===== config.mk =====
export PLATFORM = sky130hd
export DESIGN_NAME = evtimer_top
export DESIGN_NICKNAME = d
export VERILOG_FILES = /design/src/rtl/evtimer_pkg.sv /design/src/rtl/evtimer_edge.sv /design/src/rtl/evtimer_prescale.sv /design/src/rtl/evtimer_core.sv /design/src/rtl/evtimer_top.sv
export SDC_FILE = /design/constraint.sdc
export NUM_CORES = 1
export LEC_CHECK = 0
export ABC_CLOCK_PERIOD_IN_PS = 2750
export BUFFER_PORTS_ARGS = -buffer_cell sky130_fd_sc_hd__buf_4
export CAP_MARGIN = 30
export CORE_ASPECT_RATIO = 2
export CORE_UTILIZATION = 45
export DETAILED_ROUTE_END_ITERATION = 8
export HOLD_SLACK_MARGIN = 0.03
export PLACE_DENSITY = 0.69
export SLEW_MARGIN = 20
export SYNTH_ARGS = -nofsm -noshare
export SYNTH_HDL_FRONTEND = slang
export SYNTH_HIERARCHICAL = 1
export SYNTH_SLANG_ARGS = --single-unit

===== constraint.sdc =====
create_clock -name clk -period 2.75 [get_ports clk]
set_input_delay 0.4125 -clock clk [delete_from_list [all_inputs] [get_ports clk]]
set_output_delay 0.4125 -clock clk [all_outputs]
set_load 0.01 [all_outputs]

===== src/rtl/evtimer_pkg.sv =====
package evtimer_pkg;

  typedef enum logic [1:0] {
    MODE_IDLE  = 2'b00,
    MODE_EVENT = 2'b01,
    MODE_TIMER = 2'b10,
    MODE_PULSE = 2'b11
  } tmode_e;

  // control register layout, most significant field first
  typedef struct packed {
    tmode_e     mode;
    logic       spare;
    logic       run;
    logic       edge_sel;
    logic [2:0] ps_sel;
  } ctrl_t;

  localparam int CTRL_W = $bits(ctrl_t);

  // bus value to control fields, spare bit forced low
  function automatic ctrl_t ctrl_from_bus(input logic [CTRL_W-1:0] d);
    ctrl_t c;
    c = ctrl_t'(d);
    c.spare = 1'b0;
    return c;
  endfunction

  // select one of the two detected edges by a polarity bit
  function automatic logic pick_edge(input logic sel, input logic rise, input logic fall);
    return sel ? fall : rise;
  endfunction

endpackage


===== src/rtl/evtimer_edge.sv =====
module evtimer_edge #(
  parameter int STAGES = 2
) (
  input  logic clk,
  input  logic rst_n,
  input  logic pin,
  output logic rise,
  output logic fall
);

  logic [STAGES-1:0] chain;
  logic              last;

  generate
    for (genvar i = 0; i < STAGES; i++) begin : g_sync
      if (i == 0) begin : g_first
        always_ff @(posedge clk or negedge rst_n) begin
          if (!rst_n) chain[0] <= 1'b0;
          else        chain[0] <= pin;
        end
      end else begin : g_next
        always_ff @(posedge clk or negedge rst_n) begin
          if (!rst_n) chain[i] <= 1'b0;
          else        chain[i] <= chain[i-1];
        end
      end
    end
  endgenerate

  always_ff @(posedge clk or negedge rst_n) begin
    if (!rst_n) last <= 1'b0;
    else        last <= chain[STAGES-1];
  end

  assign rise =  chain[STAGES-1] & ~last;
  assign fall = ~chain[STAGES-1] &  last;

endmodule


===== src/rtl/evtimer_prescale.sv =====
module evtimer_prescale #(
  parameter int SEL_W = 3
) (
  input  logic             clk,
  input  logic             rst_n,
  input  logic             arm,
  input  logic [SEL_W-1:0] sel,
  output logic             tick
);

  localparam int DIV_W = (1 << SEL_W) - 1;

  // low sel bits set: the divider phase that ends a period
  function automatic logic [DIV_W-1:0] span_mask(input logic [SEL_W-1:0] s);
    return ~({DIV_W{1'b1}} << s);
  endfunction

  logic [DIV_W-1:0] div_q;
  logic [DIV_W-1:0] mask;

  always_ff @(posedge clk or negedge rst_n) begin
    if (!rst_n)   div_q <= '0;
    else if (arm) div_q <= '0;
    else          div_q <= div_q + 1'b1;
  end

  assign mask = span_mask(sel);
  assign tick = ((div_q & mask) == mask);

  // after a restart no tick arrives at once unless the ratio is 1:1
  p_arm_restart_r6: assert property (@(posedge clk) disable iff (!rst_n)
    (arm && sel != '0) |=> !tick);

endmodule


===== src/rtl/evtimer_core.sv =====
module evtimer_core
  import evtimer_pkg::*;
#(
  parameter int CNT_W = 8
) (
  input  logic             clk,
  input  logic             rst_n,
  input  tmode_e           mode,
  input  logic             run,
  input  logic             edge_sel,
  input  logic             ps_tick,
  input  logic             ext_rise,
  input  logic             ext_fall,
  input  logic             pre_wr,
  input  logic [CNT_W-1:0] pre_data,
  output logic [CNT_W-1:0] count,
  output logic             irq,
  output logic             meas_done
);

  localparam logic [CNT_W-1:0] TOP = '1;

  logic [CNT_W-1:0] preload;
  logic             gate_on;
  logic             running;
  logic             start_edge;
  logic             stop_edge;
  logic             event_edge;
  logic             tick;
  logic             overflow;

  function automatic logic [CNT_W-1:0] next_count(input logic [CNT_W-1:0] cur,
                                                  input logic [CNT_W-1:0] rld);
    return (cur == TOP) ? rld : cur + 1'b1;
  endfunction

  assign running    = run && (mode != MODE_IDLE);
  assign event_edge = pick_edge(edge_sel, ext_rise, ext_fall);
  assign start_edge = pick_edge(!edge_sel, ext_rise, ext_fall);
  assign stop_edge  = pick_edge(edge_sel, ext_rise, ext_fall);

  always_comb begin
    unique case (mode)
      MODE_TIMER: tick = run && ps_tick;
      MODE_EVENT: tick = run && event_edge;
      MODE_PULSE: tick = run && gate_on && ps_tick;
      default:    tick = 1'b0;
    endcase
  end

  assign overflow  = tick && (count == TOP);
  assign meas_done = run && (mode == MODE_PULSE) && gate_on && stop_edge;

  // measurement window
  always_ff @(posedge clk or negedge rst_n) begin
    if (!rst_n)                               gate_on <= 1'b0;
    else if (!run || mode != MODE_PULSE)      gate_on <= 1'b0;
    else if (!gate_on && start_edge)          gate_on <= 1'b1;
    else if (gate_on && stop_edge)            gate_on <= 1'b0;
  end

  always_ff @(posedge clk or negedge rst_n) begin
    if (!rst_n)      preload <= '0;
    else if (pre_wr) preload <= pre_data;
  end

  always_ff @(posedge clk or negedge rst_n) begin
    if (!rst_n)                   count <= '0;
    else if (pre_wr && !running)  count <= pre_data;
    else if (tick)                count <= next_count(count, preload);
  end

  always_ff @(posedge clk or negedge rst_n) begin
    if (!rst_n) irq <= 1'b0;
    else        irq <= overflow;
  end

  // a wrap reloads and raises the interrupt
  p_reload_r1: assert property (@(posedge clk) disable iff (!rst_n)
    overflow |=> (irq && count == $past(preload)));

  // a stopped counter takes written data at once
  p_stopped_load_r2: assert property (@(posedge clk) disable iff (!rst_n)
    (pre_wr && !running) |=> (count == $past(pre_data)));

  // a running counter ignores the write until the next wrap
  p_running_write_r3: assert property (@(posedge clk) disable iff (!rst_n)
    (pre_wr && running && !tick) |=> (count == $past(count)));

  // idle mode never moves the count
  p_idle_hold_r4: assert property (@(posedge clk) disable iff (!rst_n)
    (mode == MODE_IDLE && !pre_wr) |=> $stable(count));

  // run bit low holds the count
  p_stop_hold_r5: assert property (@(posedge clk) disable iff (!rst_n)
    (!run && !pre_wr) |=> $stable(count));

  // a window exists only in pulse-width mode
  p_gate_mode_r8: assert property (@(posedge clk) disable iff (!rst_n)
    (mode != MODE_PULSE) |=> !gate_on);

endmodule


===== src/rtl/evtimer_top.sv =====
module evtimer_top
  import evtimer_pkg::*;
#(
  parameter int SYNC_STAGES = 2
) (
  input  logic       clk,
  input  logic       rst_n,
  input  logic       wr_en,
  input  logic       wr_sel,
  input  logic [7:0] wr_data,
  input  logic       rd_sel,
  output logic [7:0] rd_data,
  input  logic       ext_in,
  output logic       irq
);

  localparam int CNT_W = CTRL_W;
  localparam int SEL_W = 3;

  ctrl_t            ctrl;
  logic             ctrl_wr;
  logic             pre_wr;
  logic             arm;
  logic             ps_tick;
  logic             ext_rise;
  logic             ext_fall;
  logic             meas_done;
  logic [CNT_W-1:0] count;

  assign ctrl_wr = wr_en && !wr_sel;
  assign pre_wr  = wr_en &&  wr_sel;
  assign arm     = ctrl_wr && wr_data[4] && !ctrl.run;

  always_ff @(posedge clk or negedge rst_n) begin
    if (!rst_n)         ctrl <= '0;
    else if (ctrl_wr)   ctrl <= ctrl_from_bus(wr_data);
    else if (meas_done) ctrl.run <= 1'b0;
  end

  evtimer_edge #(.STAGES(SYNC_STAGES)) edge_i (
    .clk  (clk),
    .rst_n(rst_n),
    .pin  (ext_in),
    .rise (ext_rise),
    .fall (ext_fall)
  );

  evtimer_prescale #(.SEL_W(SEL_W)) pres_i (
    .clk  (clk),
    .rst_n(rst_n),
    .arm  (arm),
    .sel  (ctrl.ps_sel),
    .tick (ps_tick)
  );

  evtimer_core #(.CNT_W(CNT_W)) core_i (
    .clk      (clk),
    .rst_n    (rst_n),
    .mode     (ctrl.mode),
    .run      (ctrl.run),
    .edge_sel (ctrl.edge_sel),
    .ps_tick  (ps_tick),
    .ext_rise (ext_rise),
    .ext_fall (ext_fall),
    .pre_wr   (pre_wr),
    .pre_data (wr_data),
    .count    (count),
    .irq      (irq),
    .meas_done(meas_done)
  );

  assign rd_data = rd_sel ? count : ctrl;

  // the closing edge of a measurement drops the run bit
  p_done_clears_run_r9: assert property (@(posedge clk) disable iff (!rst_n)
    (meas_done && !ctrl_wr) |=> !ctrl.run);

  // spare control bit reads as zero
  p_spare_zero_r10: assert property (@(posedge clk) disable iff (!rst_n)
    (!rd_sel) |-> (rd_data[5] == 1'b0));

endmodule


* Word-level counts from Yosys, hierarchy flattened
Index checks and enable logic that the tools add are counted.
** Storage, ports and cells
- Register bits after elaboration :: 35
- Latch bits :: 0
- Bits in writable memories :: 0
- Memory bits (read-only) :: 0
- Input port bits :: 14
- Output and inout port bits :: 9
- Logic and storage cells :: 65
- Memories kept :: 0
** Cells by class
- Add/subtract/negate cells :: 2
- Multiply operators :: 0
- Div/mod/pow operators :: 0
- $lt $le $gt $ge :: 0
- Eq/ne operators :: 6
- Shift operators :: 1
- Mux-type cells :: 13
- Bitwise operators :: 6
- Reductions and logical operators :: 25
** Operators with widths (count)
- $mux W8 :: 4
- $logic_and A1 B1 Y1 :: 16
- $add A8 B1 Y8 const B :: 1
- $eq A8 B8 Y1 const B :: 1
- $add A7 B1 Y7 const B :: 1
- $and A7 B7 Y7 :: 1
- $eq A7 B7 Y1 :: 1
- $mux W1 :: 7
- $mux W7 :: 1
- $not A7 Y7 :: 1
- $shl A7 B3 Y7 const A :: 1
- $reduce_bool A2 Y1 :: 3
- $eq A2 B2 Y1 const B :: 2
- $logic_not A1 Y1 :: 4
- $pmux W1 S3 :: 1
- $reduce_bool A3 Y1 :: 1
- $and A1 B1 Y1 :: 2
- $eq A2 B1 Y1 const B :: 1
- $ne A2 B2 Y1 const B :: 1
- $not A1 Y1 :: 2
- $logic_or A1 B1 Y1 :: 1

* Depth between registers and ports, before layout
Gate-level depths: netlist (run 1).
- Word-level depth :: 8
- Gate-level depth with buffers :: 10
- Gate-level depth less buffers :: 9

* Cells and area by module
Netlist (run 1), hierarchy kept.
** Modules (own cells, without submodules)
- evtimer_core :: instances 1, cells an instance 96, area each 993.5 um^2, seq. area each 450.4 um^2
- evtimer_top :: instances 1, cells an instance 28, area each 419.2 um^2, seq. area each 175.2 um^2
- evtimer_prescale :: instances 1, cells an instance 37, area each 341.6 um^2, seq. area each 175.2 um^2
- evtimer_edge :: instances 1, cells an instance 5, area each 90.1 um^2, seq. area each 75.1 um^2

* Worst setup path before layout (run 1)
Ideal clock, no wire load.
- Kind :: reg-to-reg
- Start point :: register ctrl[0] (netlist bit)
- End point :: register core_i.count[4]
- Setup time :: 0.126 ns
- Arrival time :: 1.797 ns
- Required time :: 2.624 ns
- Setup slack :: 0.828 ns
- Stages on the path, launching flop included :: 10
- Period minus slack after synthesis :: 1.922 ns
- Cell sequence :: dfrtp_1 > inv_1 > o21ai_0 > a21o_1 > a222oi_1 > nand3_1 > a21oi_1 > nor3_2 > o21bai_1 > a221o_1
** Between the ends
- Word-level cells in the longest chain between the ends :: 7
- Elaborated cells on any way between the ends :: 8
** RTL lines
- start, declared :: line evtimer_top.sv:20 : ctrl_t ctrl;
- start signal, assigned :: line evtimer_top.sv:36 : else if (ctrl_wr) ctrl <= ctrl_from_bus(wr_data);
- $shl A7 B3 Y7 (*) :: line evtimer_prescale.sv:15 : return ~({DIV_W{1'b1}} << s);
- $not A7 Y7 (*) :: line evtimer_prescale.sv:15
- $and A7 B7 Y7 :: line evtimer_prescale.sv:28 : assign tick = ((div_q & mask) == mask);
- $eq A7 B7 Y1 (*) :: line evtimer_prescale.sv:28
- via ps_tick :: line evtimer_top.sv:24 : logic ps_tick;
- $logic_and A1 B1 Y1, on equally long branches :: line evtimer_core.sv:46, evtimer_core.sv:44
- $pmux W1 S3 (*) :: line evtimer_core.sv:43 : unique case (mode)
- $reduce_bool A2 Y1 (no line) (*)
- end signal, assigned :: line evtimer_core.sv:69 : else if (pre_wr && !running) count <= pre_data;
- end signal, assigned :: line evtimer_core.sv:70 : else if (tick) count <= next_count(count, preload);
- end, declared :: line evtimer_core.sv:16 : output logic [CNT_W-1:0] count,
Mark *: on every way through the listed nets, which the timed path passes. The rest lies on a longest branch.
A chain may end at the register's enable or synchronous reset.

* Final worst setup path (run 1)
- Start point :: register ctrl[0] (netlist bit)
- End point :: register core_i.count[3]
Same word-level chain as after synthesis.

==> results of run 1 <==
-- layout by cell type, fill, tap and decap left out, types with 2 or more instances in the layout --
| cell | count |
|---|---|
| a21oi_1 | 5 |
| nand3_1 | 10 |
| xor2_1 | 3 |
| nor3_1 | 4 |
| mux2_4 | 7 |
| mux2i_1 | 5 |
| clkbuf_8 | 6 |
| dfrtp_1 | 35 |
| buf_4 | 22 |
| o21ai_0 | 6 |
| ha_1 | 2 |
| a22oi_1 | 3 |
| nor2_1 | 15 |
| o21ai_1 | 3 |
| nand2_1 | 12 |
| nor2b_1 | 3 |
| mux2_2 | 15 |
| a221o_1 | 4 |
| inv_1 | 5 |
| nor3_2 | 2 |
| xnor2_1 | 2 |
-- layout make-up --
class	instances	area (um^2)	area share
Multi-Input combinational cell	120	901	0.421
Clock buffer	6	82.6	0.0386
Inverter	5	18.8	0.00876
Clock inverter	2	35.0	0.0164
Timing Repair Buffer	22	165	0.0771
Tap cell	51	63.8	0.0298
Sequential cell	35	876	0.409
-- registers in the layout (all words and copies together) (netlist names) --
register,count
pres_i/div_q,7
core_i/gate_on,1
edge_i/chain,2
ctrl,7
edge_i/last,1
core_i/irq,1
core_i/count,8
core_i/preload,8
-- per-layer routing --
layer / up-vias / part of all wire / track usage
li1: 637 / - / -
met1: 659 / 0.38 / 0.235
met2: 28 / 0.56 / 0.340
met3: 9 / 0.029 / 0.0429
met4: 0 / 0.024 / 0.114
met5: - / 0 / 0
-- power groups by stage --
stage                     Clock [mW]  Sequential, mW  Combinational [mW]
after detailed placement           0           0.817               0.459
after global routing           0.511           0.834               0.509
after global placement             0           0.809               0.445
final                          0.479           0.810               0.458
after CTS                      0.493           0.809               0.463
after floorplan                    0           0.767               0.334
-- worst paths after layout --
kind                            startpoint                 to
setup / recovery                   ctrl[0]    core_i/count[3]
hold / removal                       rst_n            ctrl[7]
setup reg to reg                   ctrl[0]    core_i/count[3]
hold reg to reg            edge_i/chain[0]    edge_i/chain[1]
max in group asynchronous            rst_n  core_i/preload[5]
min in group clk                    ext_in    edge_i/chain[0]
-- per-stage QoR --
step           utilization  instances  total power [mW]
3_5_place_dp         0.521        233              1.28
2_1_floorplan            -        166              1.10
4_1_cts              0.552        241              1.77
3_3_place_gp         0.521        233              1.25
6_report             0.552        241              1.75
5_1_grt              0.552        241              1.85
-- logic make-up after synthesis --
| logic type | after synthesis |
|---|---|
| fa+ha+maj | 2 |
| mux | 28 |
| simple gates | 58 |
| flops | 35 |
| compound gates | 27 |
| buf+inv | 11 |
| xor+xnor | 5 |
-- synthesized netlist by cell type (4+ instances only) --
cell,n
dfrtp_1,35
mux2_4,7
nand2_1,12
nor2_1,15
mux2i_1,5
a21oi_1,5
a221o_1,4
nor3_1,4
nand3_1,10
inv_1,5
o21ai_0,6
mux2_2,15
-- worst reg2reg max path: cells and delay by family (launching register included) --
kind	cells	cell delay (ps)
buffers and inverters	1	60
AO/OA/AOI/OAI	6	1330
flip-flops	1	420
AND/OR/NAND/NOR	2	320
==> results.json, run 1 <==
{
  "status": "completed",
  "critPathKind": "flop to flop",
  "hold_viol": 0,
  "grt_pass1_wl_um": 6440,
  "critPathSlowestCell": "dfrtp_1",
  "crit_chain": "inv_1 -> o21ai_0 -> a21o_1 -> a222oi_1 -> nand3_1 -> a21oi_1 -> nor2_1 -> a2111oi_0 -> a221o_1",
  "path_depth": 9,
  "clockBufferDepth": 2,
  "dpl.hpwl_um": 2870,
  "cts-resized-gates": 0,
  "critPathMaxFanout": 11,
  "internal-power_mw": 1.19,
  "cts_tree": "built",
  "p_per_area_mw_per_mm2": 815,
  "fin_ws_ps": 563,
  "worstPathRequired_ps": 2980,
  "synth_xor_area_frac": 0.0237,
  "die_x_um": 47.3,
  "cellLeakagePower_nw": 0.941,
  "finalInstanceArea_mm2": 0.00214,
  "timing.fmax_mhz": 457,
  "timing.reg2reg.setup_slack_ps": 560,
  "r2r_cells": 9,
  "gp_congestion": 0.865,
  "post-place-ws_ps": 597,
  "vias": 1333,
  "slowest_delay_ps": 420,
  "clock_power_share": 0.274,
  "synth_seq_cells": 35,
  "yosys_warnings": 6,
  "dr.pass1.iters": 4,
  "num_antenna_cells": 0,
  "grt_remaining_overflow": 0,
  "rsz0062_at_grt": "no",
  "grt_pass1_vias": 1391,
  "fillers": 359,
  "yosysTopAreaCellShare": 0.475,
  "drcViolationCount": 0,
  "start_util": 0.475,
  "syn_area_mm2": 0.00184,
  "synth_top_family_by_area": "multiplexers",
  "p_comb_frac": 0.262,
  "syn2layout_area_growth_pct": 16.1,
  "max_slew.worst_pin.slew_ps": 683,
  "vias_per_cell": 5.53,
  "avgSynthCellArea_um2": 11.1,
  "drt_iter0_markers": 24,
  "setup-tns-final_ps": 0,
  "clock_latency_ps": 290,
  "grt_max_degree": 36,
  "drv_cap": 0,
  "clock_sinks": 35,
  "worstHoldPathType": "input port to async pin",
  "worstPathArrival_ps": 2420,
  "clkTransAtPathRegs_ps": 70,
  "seq_area_frac_synth": 0.475,
  "setup_viol": 0,
  "swShare": 0.320,
  "netlist_instances": 166,
  "cpLargestDelayFamily": "compound AO/OA/AOI/OAI gates",
  "drt-total-wl_um": 3890,
  "die_area_mm2": 0.00437,
  "ctsHoldBuffers": 0,
  "num-nets-final": 205,
  "die_h_um": 92.5,
  "post-cts-setup-buffers": 0,
  "synth-simple-area-share": 0.166,
  "clockRootBuffer": "clkbuf_8",
  "placementRows": 32,
  "path_buf_inv": 1,
  "synth_compound_area_frac": 0.102,
  "p_sw_mw": 0.559,
  "vdd_drop_max_mv": 0.496,
  "muxShareOfSynthArea": 0.183,
  "ant_nets": 0,
  "worstSetupStartpointType": "flop",
  "synth_edf_count": 0,
  "io_buffers": 22,
  "synth_area_leader_cell": "dfrtp_1",
  "async_flop_share": 1.00,
  "dpl_cell_area_mm2": 0.00202,
  "relSlewSlack": 0.543,
  "synthTopCellsByArea": "dfrtp_1, mux2_2, mux2_4, nor2_1, mux2i_1",
  "hold_slack_ps": 62.2,
  "synthesis.nets": 182,
  "maxSlewViolCount": 0,
  "io_pins": 23,
  "htree_num_levels": 2,
  "endpoint_kind": "flop",
  "grt.total_usage": 0.208,
  "routedWlPerCell_um": 16.1,
  "layout_min_cycle_time_ps": 2190,
  "power_frac_seq": 0.464,
  "synth-main-ff-cell": "dfrtp_1",
  "ys_types": 40,
  "synthAdderAreaFrac": 0.0136,
  "drive_above_1_share": 0.326,
  "core_area_mm2": 0.00388,
  "clock_skew_ps": 6.78,
  "period_share": 0.795,
  "cts_buffers": 5,
  "antenna_found_initial": 0
}
Power figures use the tool's default switching activity.
==> run 2: changes to the inputs <==
Settings changed: ABC_CLOCK_PERIOD_IN_PS 2750 to 2300.
Clock period 2.75 ns to 2.3 ns, I/O delays scaled along.
==> run 2 against run 1 <==
Net effect:
- sequential power is 20% higher
- utilization is 0.64 points higher
- global-route usage is 1.6 points higher
- non-clock buffer count is 2 higher
- critical endpoint is now core_i/count[4]
==> results.json, run 2 (synthesized netlist as in run 1, its figures left out) <==
{
  "status": "completed",
  "p_per_area_mw_per_mm2": 969,
  "worstPathArrival_ps": 2270,
  "endpoint_kind": "flop",
  "setup_viol": 0,
  "routedWlPerCell_um": 16.7,
  "dpl.hpwl_um": 2960,
  "layout_common_cells": "dfrtp_1, buf_4, mux2_2",
  "die_h_um": 92.5,
  "worstSetupStartpointType": "flop",
  "hold_viol": 0,
  "grt_pass1_vias": 1484,
  "maxSlewViolCount": 0,
  "start_util": 0.475,
  "worstPathRequired_ps": 2470,
  "drive_above_1_share": 0.339,
  "clockRootBuffer": "clkbuf_8",
  "grt_use_met3": 0.0565,
  "hold_slack_ps": 163,
  "drcViolationCount": 0,
  "num-nets-final": 207,
  "vias_per_cell": 5.70,
  "layout_min_cycle_time_ps": 2100,
  "rsz0062_at_grt": "no",
  "top_regs": "core_i/count (8), core_i/preload (8)",
  "globalRouteMet1Util": 0.261,
  "clkTransAtPathRegs_ps": 70,
  "period_share": 0.915,
  "cellLeakagePower_nw": 0.951,
  "r2r_cells": 9,
  "placementRows": 32,
  "drt_iter0_markers": 49,
  "use_met2": 0.346,
  "max_slew.worst_pin.slew_ps": 488,
  "clock_latency_ps": 290,
  "grt_max_degree": 36,
  "cts_buffers": 5,
  "grt_remaining_overflow": 0,
  "die_x_um": 47.3,
  "grt_pass1_wl_um": 6940,
  "core_area_mm2": 0.00388,
  "critPathKind": "flop to flop",
  "final_common_cell": "dfrtp_1",
  "timing.fmax_mhz": 475,
  "syn2layout_area_growth_pct": 17.5,
  "dr.pass1.iters": 4,
  "io_pins": 23,
  "drt-total-wl_um": 4050,
  "relSlewSlack": 0.673,
  "critPathMaxFanout": 7,
  "fin_ws_ps": 195,
  "gp_congestion": 0.898,
  "io_buffers": 22,
  "vdd_drop_max_mv": 0.601,
  "ant_nets": 0,
  "num_antenna_cells": 0,
  "cts_tree": "built",
  "vias": 1385,
  "post-place-ws_ps": 146,
  "worstHoldPathType": "input port to flop",
  "antenna_found_initial": 0,
  "grt.total_usage": 0.224,
  "whs_path_depth": 1,
  "clock_sinks": 35,
  "timing.reg2reg.setup_slack_ps": 200,
  "drv_cap": 0,
  "clockBufferDepth": 2,
  "grt_busiest_layer": "met2",
  "setup-tns-final_ps": 0,
  "htree_num_levels": 2,
  "die_area_mm2": 0.00437,
  "clock_skew_ps": 7.63
}
run 2: critical path, stage by stage, from the launching register on:
cell and delay (ps):
dfrtp_1 420, inv_1 70, o21ai_0 80, a21o_1 180
a222oi_1 320, nand3_1 130, a21oi_2 190, nor3_2 120
o21bai_1 180, a221o_1 300
run 2: layout make-up:
| class | instances | area [um^2] |
|---|---|---|
| Clock inverter | 2 | 35.0 |
| Timing Repair Buffer | 24 | 183 |
| Multi-Input combinational cell | 120 | 908 |
| Tap cell | 51 | 63.8 |
| Sequential cell | 35 | 876 |
| Clock buffer | 6 | 82.6 |
| Inverter | 5 | 18.8 |
| Fill cell | 352 | 1720 |
run 2: worst paths after layout:
kind                                 start              end
max                                ctrl[0]  core_i/count[4]
min                                 ext_in  edge_i/chain[0]
max reg2reg                        ctrl[0]  core_i/count[4]
min reg2reg                edge_i/chain[0]  edge_i/chain[1]
max in group asynchronous            rst_n  core_i/count[4]
min in group asynchronous            rst_n      edge_i/last
run 2: metal layers:
metal | share of wire | up-vias
met5 | 0 | -
li1 | - | 645
met4 | 0.036 | 0
met1 | 0.38 | 685
met2 | 0.55 | 38
met3 | 0.034 | 17
run 2: report_power, final:
group          switching [mW]  internal, mW  total, mW
Sequential              0.209         0.767      0.975
Combinational           0.254         0.304      0.558
Clock                   0.216         0.350      0.566
Total                   0.678          1.42       2.10
run 2: repair_timing:
item,CTS,global route
buffers inserted,0,0
endpoints found under the setup margin,0,3
resized for setup,0,3
endpoints found under the hold margin,35,0
hold buffers,1,0
run 2: stage by stage:
step	total power, mW	std cells	util	cell area [um^2]
after detailed placement	1.53	234	0.523	2030
final	2.10	243	0.558	2170
after global placement	1.50	234	0.523	2030
after floorplan	1.32	166	-	1840
after global routing	2.23	243	0.558	2170
after CTS	2.11	243	0.556	2160
